### config.mk
export PLATFORM = sky130hd
export DESIGN_NAME = xlat_sel
export DESIGN_NICKNAME = d
export VERILOG_FILES = /design/src/rtl/xlat_pkg.sv /design/src/rtl/xlat_priv_sel.sv /design/src/rtl/xlat_addr_form.sv /design/src/rtl/xlat_route.sv /design/src/rtl/xlat_sel.sv
export SDC_FILE = /design/constraint.sdc
export NUM_CORES = 1
export LEC_CHECK = 0
export BUFFER_PORTS_ARGS = -buffer_cell sky130_fd_sc_hd__buf_4
export CORE_MARGIN = 5
export CORE_UTILIZATION = 52
export CTS_CLUSTER_DIAMETER = 150
export DETAILED_ROUTE_END_ITERATION = 10
export PLACE_DENSITY = 0.87
export SLEW_MARGIN = 20
export SYNTH_ARGS = -nofsm -noshare
export SYNTH_HDL_FRONTEND = slang
export SYNTH_SLANG_ARGS = --single-unit
### constraint.sdc
create_clock -name clk -period 3.2 [get_ports clk]
set_input_delay 0.48 -clock clk [delete_from_list [all_inputs] [get_ports clk]]
set_output_delay 0.48 -clock clk [all_outputs]
set_load 0.03 [all_outputs]
### src/rtl/xlat_pkg.sv
package xlat_pkg;
    localparam logic [1:0] ACC_FETCH = 2'd0;
    localparam logic [1:0] ACC_LOAD  = 2'd1;
    localparam logic [1:0] ACC_STORE = 2'd2;

    localparam logic [1:0] PRIV_U = 2'd0;
    localparam logic [1:0] PRIV_M = 2'd3;

    localparam logic [1:0] FLT_NONE  = 2'd0;
    localparam logic [1:0] FLT_FETCH = 2'd1;
    localparam logic [1:0] FLT_LOAD  = 2'd2;
    localparam logic [1:0] FLT_STORE = 2'd3;

    localparam int PG_OFF_W = 12;

    typedef enum logic [2:0] {
        ST_IDLE, ST_WALK_REQ, ST_WALK_WAIT, ST_ROUTE, ST_IO, ST_RESP
    } st_e;
endpackage

### src/rtl/xlat_priv_sel.sv
module xlat_priv_sel
    import xlat_pkg::*;
#(
    parameter int VM_W = 4,
    parameter logic [VM_W-1:0] VM_BARE = '0
) (
    input  logic [1:0]      kind,
    input  logic [1:0]      cur,
    input  logic [1:0]      prev,
    input  logic            swap_en,
    input  logic [VM_W-1:0] vm,
    output logic [1:0]      eff
);
    always_comb begin
        eff = cur;
        if (kind != ACC_FETCH && swap_en) eff = prev;
        if (vm == VM_BARE) eff = PRIV_M;
    end
endmodule

### src/rtl/xlat_addr_form.sv
module xlat_addr_form
    import xlat_pkg::*;
#(
    parameter int ADDR_W = 40,
    parameter int XLEN   = 32
) (
    input  logic [ADDR_W-1:0] in_va,
    input  logic [ADDR_W-1:0] held_va,
    input  logic [ADDR_W-1:0] base,
    output logic [ADDR_W-1:0] mach_pa,
    output logic [ADDR_W-1:0] walk_pa
);
    generate
        if (XLEN >= ADDR_W) begin : g_full
            assign mach_pa = in_va;
        end else begin : g_cut
            assign mach_pa = {{(ADDR_W-XLEN){1'b0}}, in_va[XLEN-1:0]};
        end
    endgenerate

    assign walk_pa = base | {{(ADDR_W-PG_OFF_W){1'b0}}, held_va[PG_OFF_W-1:0]};
endmodule

### src/rtl/xlat_route.sv
module xlat_route
    import xlat_pkg::*;
#(
    parameter int ADDR_W = 40,
    parameter logic [ADDR_W-1:0] MEM_BYTES = 40'h00_8000_0000
) (
    input  logic [ADDR_W-1:0] pa,
    input  logic [1:0]        kind,
    output logic              to_mem,
    output logic              to_io,
    output logic [1:0]        fault
);
    always_comb begin
        to_mem = pa < MEM_BYTES;
        to_io  = !to_mem && kind != ACC_FETCH;
        fault  = (!to_mem && kind == ACC_FETCH) ? FLT_FETCH : FLT_NONE;
    end
endmodule

### src/rtl/xlat_sel.sv
module xlat_sel
    import xlat_pkg::*;
#(
    parameter int ADDR_W = 40,
    parameter int XLEN   = 32,
    parameter int VM_W   = 4,
    parameter logic [ADDR_W-1:0] MEM_BYTES = 40'h00_8000_0000
) (
    input  logic              clk,
    input  logic              rst_n,
    input  logic              req_valid,
    output logic              req_ready,
    input  logic [ADDR_W-1:0] req_vaddr,
    input  logic [1:0]        req_kind,
    input  logic [1:0]        cur_priv,
    input  logic [1:0]        prev_priv,
    input  logic              ldst_prev_priv_en,
    input  logic [VM_W-1:0]   vm_mode,
    output logic              walk_req_valid,
    input  logic              walk_req_ready,
    output logic [ADDR_W-1:0] walk_req_vaddr,
    output logic              walk_req_sup,
    input  logic              walk_rsp_valid,
    input  logic [ADDR_W-1:0] walk_rsp_base,
    output logic              io_req_valid,
    output logic [ADDR_W-1:0] io_req_addr,
    output logic              io_req_write,
    input  logic              io_rsp_valid,
    input  logic              io_rsp_ok,
    output logic              rsp_valid,
    output logic [ADDR_W-1:0] rsp_addr,
    output logic              rsp_dest,
    output logic [1:0]        rsp_fault
);
    typedef struct packed {
        st_e               st;
        logic [ADDR_W-1:0] va;
        logic [ADDR_W-1:0] pa;
        logic [1:0]        kind;
        logic [1:0]        priv;
        logic [1:0]        flt;
        logic              dest;
    } ctx_t;

    ctx_t s_q, s_d;

    logic [1:0]        eff_priv;
    logic [ADDR_W-1:0] mach_pa, walk_pa;
    logic              to_mem, to_io;
    logic [1:0]        route_flt;

    xlat_priv_sel #(.VM_W(VM_W)) u_priv (
        .kind(req_kind), .cur(cur_priv), .prev(prev_priv),
        .swap_en(ldst_prev_priv_en), .vm(vm_mode), .eff(eff_priv)
    );

    xlat_addr_form #(.ADDR_W(ADDR_W), .XLEN(XLEN)) u_addr (
        .in_va(req_vaddr), .held_va(s_q.va), .base(walk_rsp_base),
        .mach_pa(mach_pa), .walk_pa(walk_pa)
    );

    xlat_route #(.ADDR_W(ADDR_W), .MEM_BYTES(MEM_BYTES)) u_route (
        .pa(s_q.pa), .kind(s_q.kind), .to_mem(to_mem), .to_io(to_io),
        .fault(route_flt)
    );

    always_comb begin
        s_d = s_q;
        unique case (s_q.st)
            ST_IDLE: if (req_valid) begin
                s_d.va   = req_vaddr;
                s_d.kind = req_kind;
                s_d.priv = eff_priv;
                s_d.dest = 1'b0;
                s_d.flt  = FLT_NONE;
                if (eff_priv == PRIV_M) begin
                    s_d.pa = mach_pa;
                    s_d.st = ST_ROUTE;
                end else begin
                    s_d.st = ST_WALK_REQ;
                end
            end
            ST_WALK_REQ:  if (walk_req_ready) s_d.st = ST_WALK_WAIT;
            ST_WALK_WAIT: if (walk_rsp_valid) begin
                s_d.pa = walk_pa;
                s_d.st = ST_ROUTE;
            end
            ST_ROUTE: begin
                if (to_io) begin
                    s_d.st = ST_IO;
                end else begin
                    s_d.flt = route_flt;
                    s_d.st  = ST_RESP;
                end
            end
            ST_IO: if (io_rsp_valid) begin
                if (io_rsp_ok) begin
                    s_d.dest = 1'b1;
                    s_d.flt  = FLT_NONE;
                end else begin
                    s_d.flt = (s_q.kind == ACC_STORE) ? FLT_STORE : FLT_LOAD;
                end
                s_d.st = ST_RESP;
            end
            ST_RESP: s_d.st = ST_IDLE;
            default: s_d.st = ST_IDLE;
        endcase
    end

    always_ff @(posedge clk) begin
        if (!rst_n) begin
            s_q <= '{st: ST_IDLE, va: '0, pa: '0, kind: '0, priv: '0, flt: '0, dest: 1'b0};
        end else begin
            s_q <= s_d;
        end
    end

    assign req_ready      = s_q.st == ST_IDLE;
    assign walk_req_valid = s_q.st == ST_WALK_REQ;
    assign walk_req_vaddr = s_q.va;
    assign walk_req_sup   = s_q.priv != PRIV_U;
    assign io_req_valid   = s_q.st == ST_IO;
    assign io_req_addr    = s_q.pa;
    assign io_req_write   = s_q.kind == ACC_STORE;
    assign rsp_valid      = s_q.st == ST_RESP;
    assign rsp_addr       = (s_q.flt == FLT_NONE) ? s_q.pa : s_q.va;
    assign rsp_dest       = s_q.dest;
    assign rsp_fault      = s_q.flt;


    mach_no_walk_chk: assert property (@(posedge clk) disable iff (!rst_n)
        (req_valid && req_ready && eff_priv == PRIV_M) |=> !walk_req_valid);

    walk_hold_chk: assert property (@(posedge clk) disable iff (!rst_n)
        (walk_req_valid && !walk_req_ready) |=> (walk_req_valid && $stable(walk_req_vaddr)));

    mem_range_chk: assert property (@(posedge clk) disable iff (!rst_n)
        (rsp_valid && rsp_fault == FLT_NONE && !rsp_dest) |-> (rsp_addr < MEM_BYTES));

    fetch_no_io_chk: assert property (@(posedge clk) disable iff (!rst_n)
        io_req_valid |-> !(io_req_write == 1'b0 && s_q.kind == ACC_FETCH));

    rsp_pulse_chk: assert property (@(posedge clk) disable iff (!rst_n)
        rsp_valid |=> (!rsp_valid && req_ready));
endmodule

==> results.ini <==
[run_status]
status=finished clean

[min_path]
hold_path.class=in2reg
hp-start=walk_rsp_base[32]
whs_path_depth=2
min_to=io_req_addr[32]

[global_route]
grt_pass1_wl_microns=22800
antenna_found_initial=0
grt_pass1_vias=4630
track_usage=0.240
grt_start_max_net_pins=44
grt_overflow=0

[critical_path]
cp_max_fo=40
worstSetupPathType=reg2out
cpMostUsedCell=buf_4
cpMaxStageDelayCell=buf_4
r2r_start=s_q[88]
crit_path_start_kind=register
reg2reg_to=io_req_addr[0]
crit_family=buffers and inverters
r2r_cells=5
cp.arrival_ns=1.87
crit_buf_inv=2
worstPathCellList=nor2_4 -> buf_4 -> mux2_2 -> buf_4
cp_data_required_time_ns=2.72
endpoint_kind=output port
rrSetupSlack_ns=0.97
max_stage_delay_ns=0.45

[floorplanning]
fp.coreArea_sq_mm=0.00968
ioPinCount=227
row_count=36
die_h_microns=109
fp.dieW_microns=109
start_util=0.526
dieArea_sq_mm=0.0119

[placement]
place_hpwl_microns=10900
place_congestion=0.842
port_buffers=226

[cts]
cts_buffers=9
ctsHoldBuffers=0
cts_sinks=90
cts_buffer_depth=2
cts_resized=0
cts_tree=built
insertion_delay_ns=0.34
post_cts_buffers=0
ctsRootBufferMaster=clkbuf_8
ctsHtreeMaxLevel=3
clk_pin_slew_ns=0.09

[synthesis]
syn_nets=690
async_flop_share=0
ys_seq_area_frac=0.353
ys_types=48
synth_ff_type=dfxtp_1
netlist_area_sq_mm=0.00510
syn_area_per_cell_sq_um=8.61
syn_inst=592
synth_seq_cells=90
yosys_warnings=0
synth_edf_count=0

[power_and_ir_drop]
pwr-share-comb=0.340
swShare=0.357
p_int_uw=2030
power_frac_clock=0.245
ir_worst_vdd_mv=0.323
power_frac_seq=0.414
p_sw_uw=1130
p_per_area_mw_per_mm2=498
p_leak_uw=0.00277

[finish]
nNetsFinal=807
seq_area_sq_mm=0.00180
multi_input_area_sq_mm=0.00240
postLayoutCoreUtil=0.655
area_growth_pct=24.5
layout-drive-gt1-share=0.451
fillCellCount=797
antennaDiodeCount=0

[timing]
slew_headroom=0.400
hold-worst-slack_ns=0.348
hold_viol_final=0
max_freq_ghz=0.425
tns_ns=0
worstMarginPinSlew_ns=0.900
skew_ns=0.00874
period_share=0.735
slew_viol_final=0
timing.final.crit_period_ns=2.35
rsz0062_at_grt=no
setup_viol=0

[detailed_routing]
vias=4685
drt_iter0_drc=263
wl_per_cell_microns=17.5
antenna_left=0
drtPass1Iterations=5
routed_wl_microns=14800
viasPerCell=5.54
drc=0

[job]
maxCapViolations=0

-- per-stage QoR --
step	power (uW)	setup slack, ns	instances	area [sq um]
after floorplan	2130	1.19	592	5100
after global placement	2380	0.723	831	6150
after detailed placement	2410	0.652	831	6150
after CTS	3180	0.826	845	6350
after global routing	3310	0.751	845	6350
final	3160	0.847	845	6350
-- how the worst max path moves through the flow --
stage	slack [ns]	cells past startpoint	to	startpoint
global route	0.75	4	rsp_addr[23]	rsp_fault[1]
floorplan	1.19	6	walk_req_vaddr[2]	s_q[89]
CTS	0.83	4	rsp_addr[10]	rsp_fault[1]
finish	0.85	4	rsp_addr[23]	rsp_fault[1]
global placement	0.72	5	io_req_addr[8]	req_kind[1]
detailed placement	0.65	5	io_req_addr[4]	req_kind[1]
-- per-layer routing --
layer  track usage  wire length [microns]  up-vias
met5             0                      0        -
met4        0.0911                    279        0
met3        0.0799                   1560       27
met2         0.410                   7320      244
met1         0.276                   5630     2166
li1              -                      -     2248
-- power groups by stage --
stage          sequential (uW)  combinational, uW  clock [uW]
6_report                  1310               1080         775
5_1_grt                   1320               1150         833
4_1_cts                   1310               1080         789
3_5_place_dp              1330               1080           0
3_3_place_gp              1330               1060           0
2_1_floorplan             1300                829           0
-- cells in the final DEF (no fill, tap or decap), types with 2 or more instances in the layout --
| cell type | n |
|---|---|
| buf_4 | 235 |
| nand2_1 | 108 |
| dfxtp_1 | 90 |
| a21oi_1 | 80 |
| mux2_2 | 40 |
| nand3_1 | 32 |
| a311oi_2 | 18 |
| o21ai_0 | 16 |
| a311oi_1 | 15 |
| clkbuf_8 | 11 |
| a32o_1 | 8 |
| inv_1 | 5 |
| nor3_1 | 4 |
| o211ai_1 | 4 |
| a31oi_1 | 4 |
| mux2i_1 | 4 |
| nor2_1 | 3 |
| nor2b_1 | 2 |
| or2_2 | 2 |
| and3_1 | 2 |
| nor3_4 | 2 |
| a211oi_1 | 2 |
| clkinv_2 | 2 |
-- cells by family after synthesis --
| group | count (synthesis) | share of synthesized area |
|---|---|---|
| mux | 44 | 0.0962 |
| buf+inv | 135 | 0.180 |
| compound gates | 156 | 0.223 |
| simple gates | 167 | 0.148 |
| flops | 90 | 0.353 |
-- worst reg2reg max path: cells and delay by family, from the launching register on --
kind	cells	cell delay, ns
AND/OR/NAND/NOR	1	0.60
buffers and inverters	2	0.60
flip-flops	1	0.56
AO/OA/AOI/OAI	2	0.38
-- sequential cells by signal (all words and copies together), names as in the netlist --
name	cells
rsp_dest	1
io_req_addr	40
s_q	7
rsp_fault	2
walk_req_vaddr	40
-- cell usage after synthesis, types with 2 or more instances --
cell type  instances  area [sq um]
or2_2              2          12.5
nor2_1             4          15.0
buf_2              9          45.0
nand2_1          108           405
buf_4             88           661
buf_1              3          11.3
o21ai_0           16          80.1
buf_8              2          30.0
nor3_2             2          20.0
mux2i_1            4          40.0
and3_1             2          12.5
a21oi_1           80           400
nand3_1           32           160
a31oi_1            4          25.0
a311oi_2          18           270
inv_1              5          18.8
clkbuf_1          22          82.6
mux2_2            40           450
a32o_1             8          80.1
nor2b_1            2          12.5
buf_6              4          45.0
nor3_1             4          20.0
a311oi_1          15           131
a211oi_1           2          15.0
dfxtp_1           90          1800
o211ai_1           4          30.0
-- final cells by class --
cell class                      count  area share
Sequential cell                    90       0.284
Multi-Input combinational cell    367       0.378
Timing Repair Buffer              235       0.278
Inverter                            6     0.00355
Clock inverter                      3     0.00631
Tap cell                          133      0.0262
Clock buffer                       11      0.0239
Note: power is estimated with default switching activity, not from simulation.
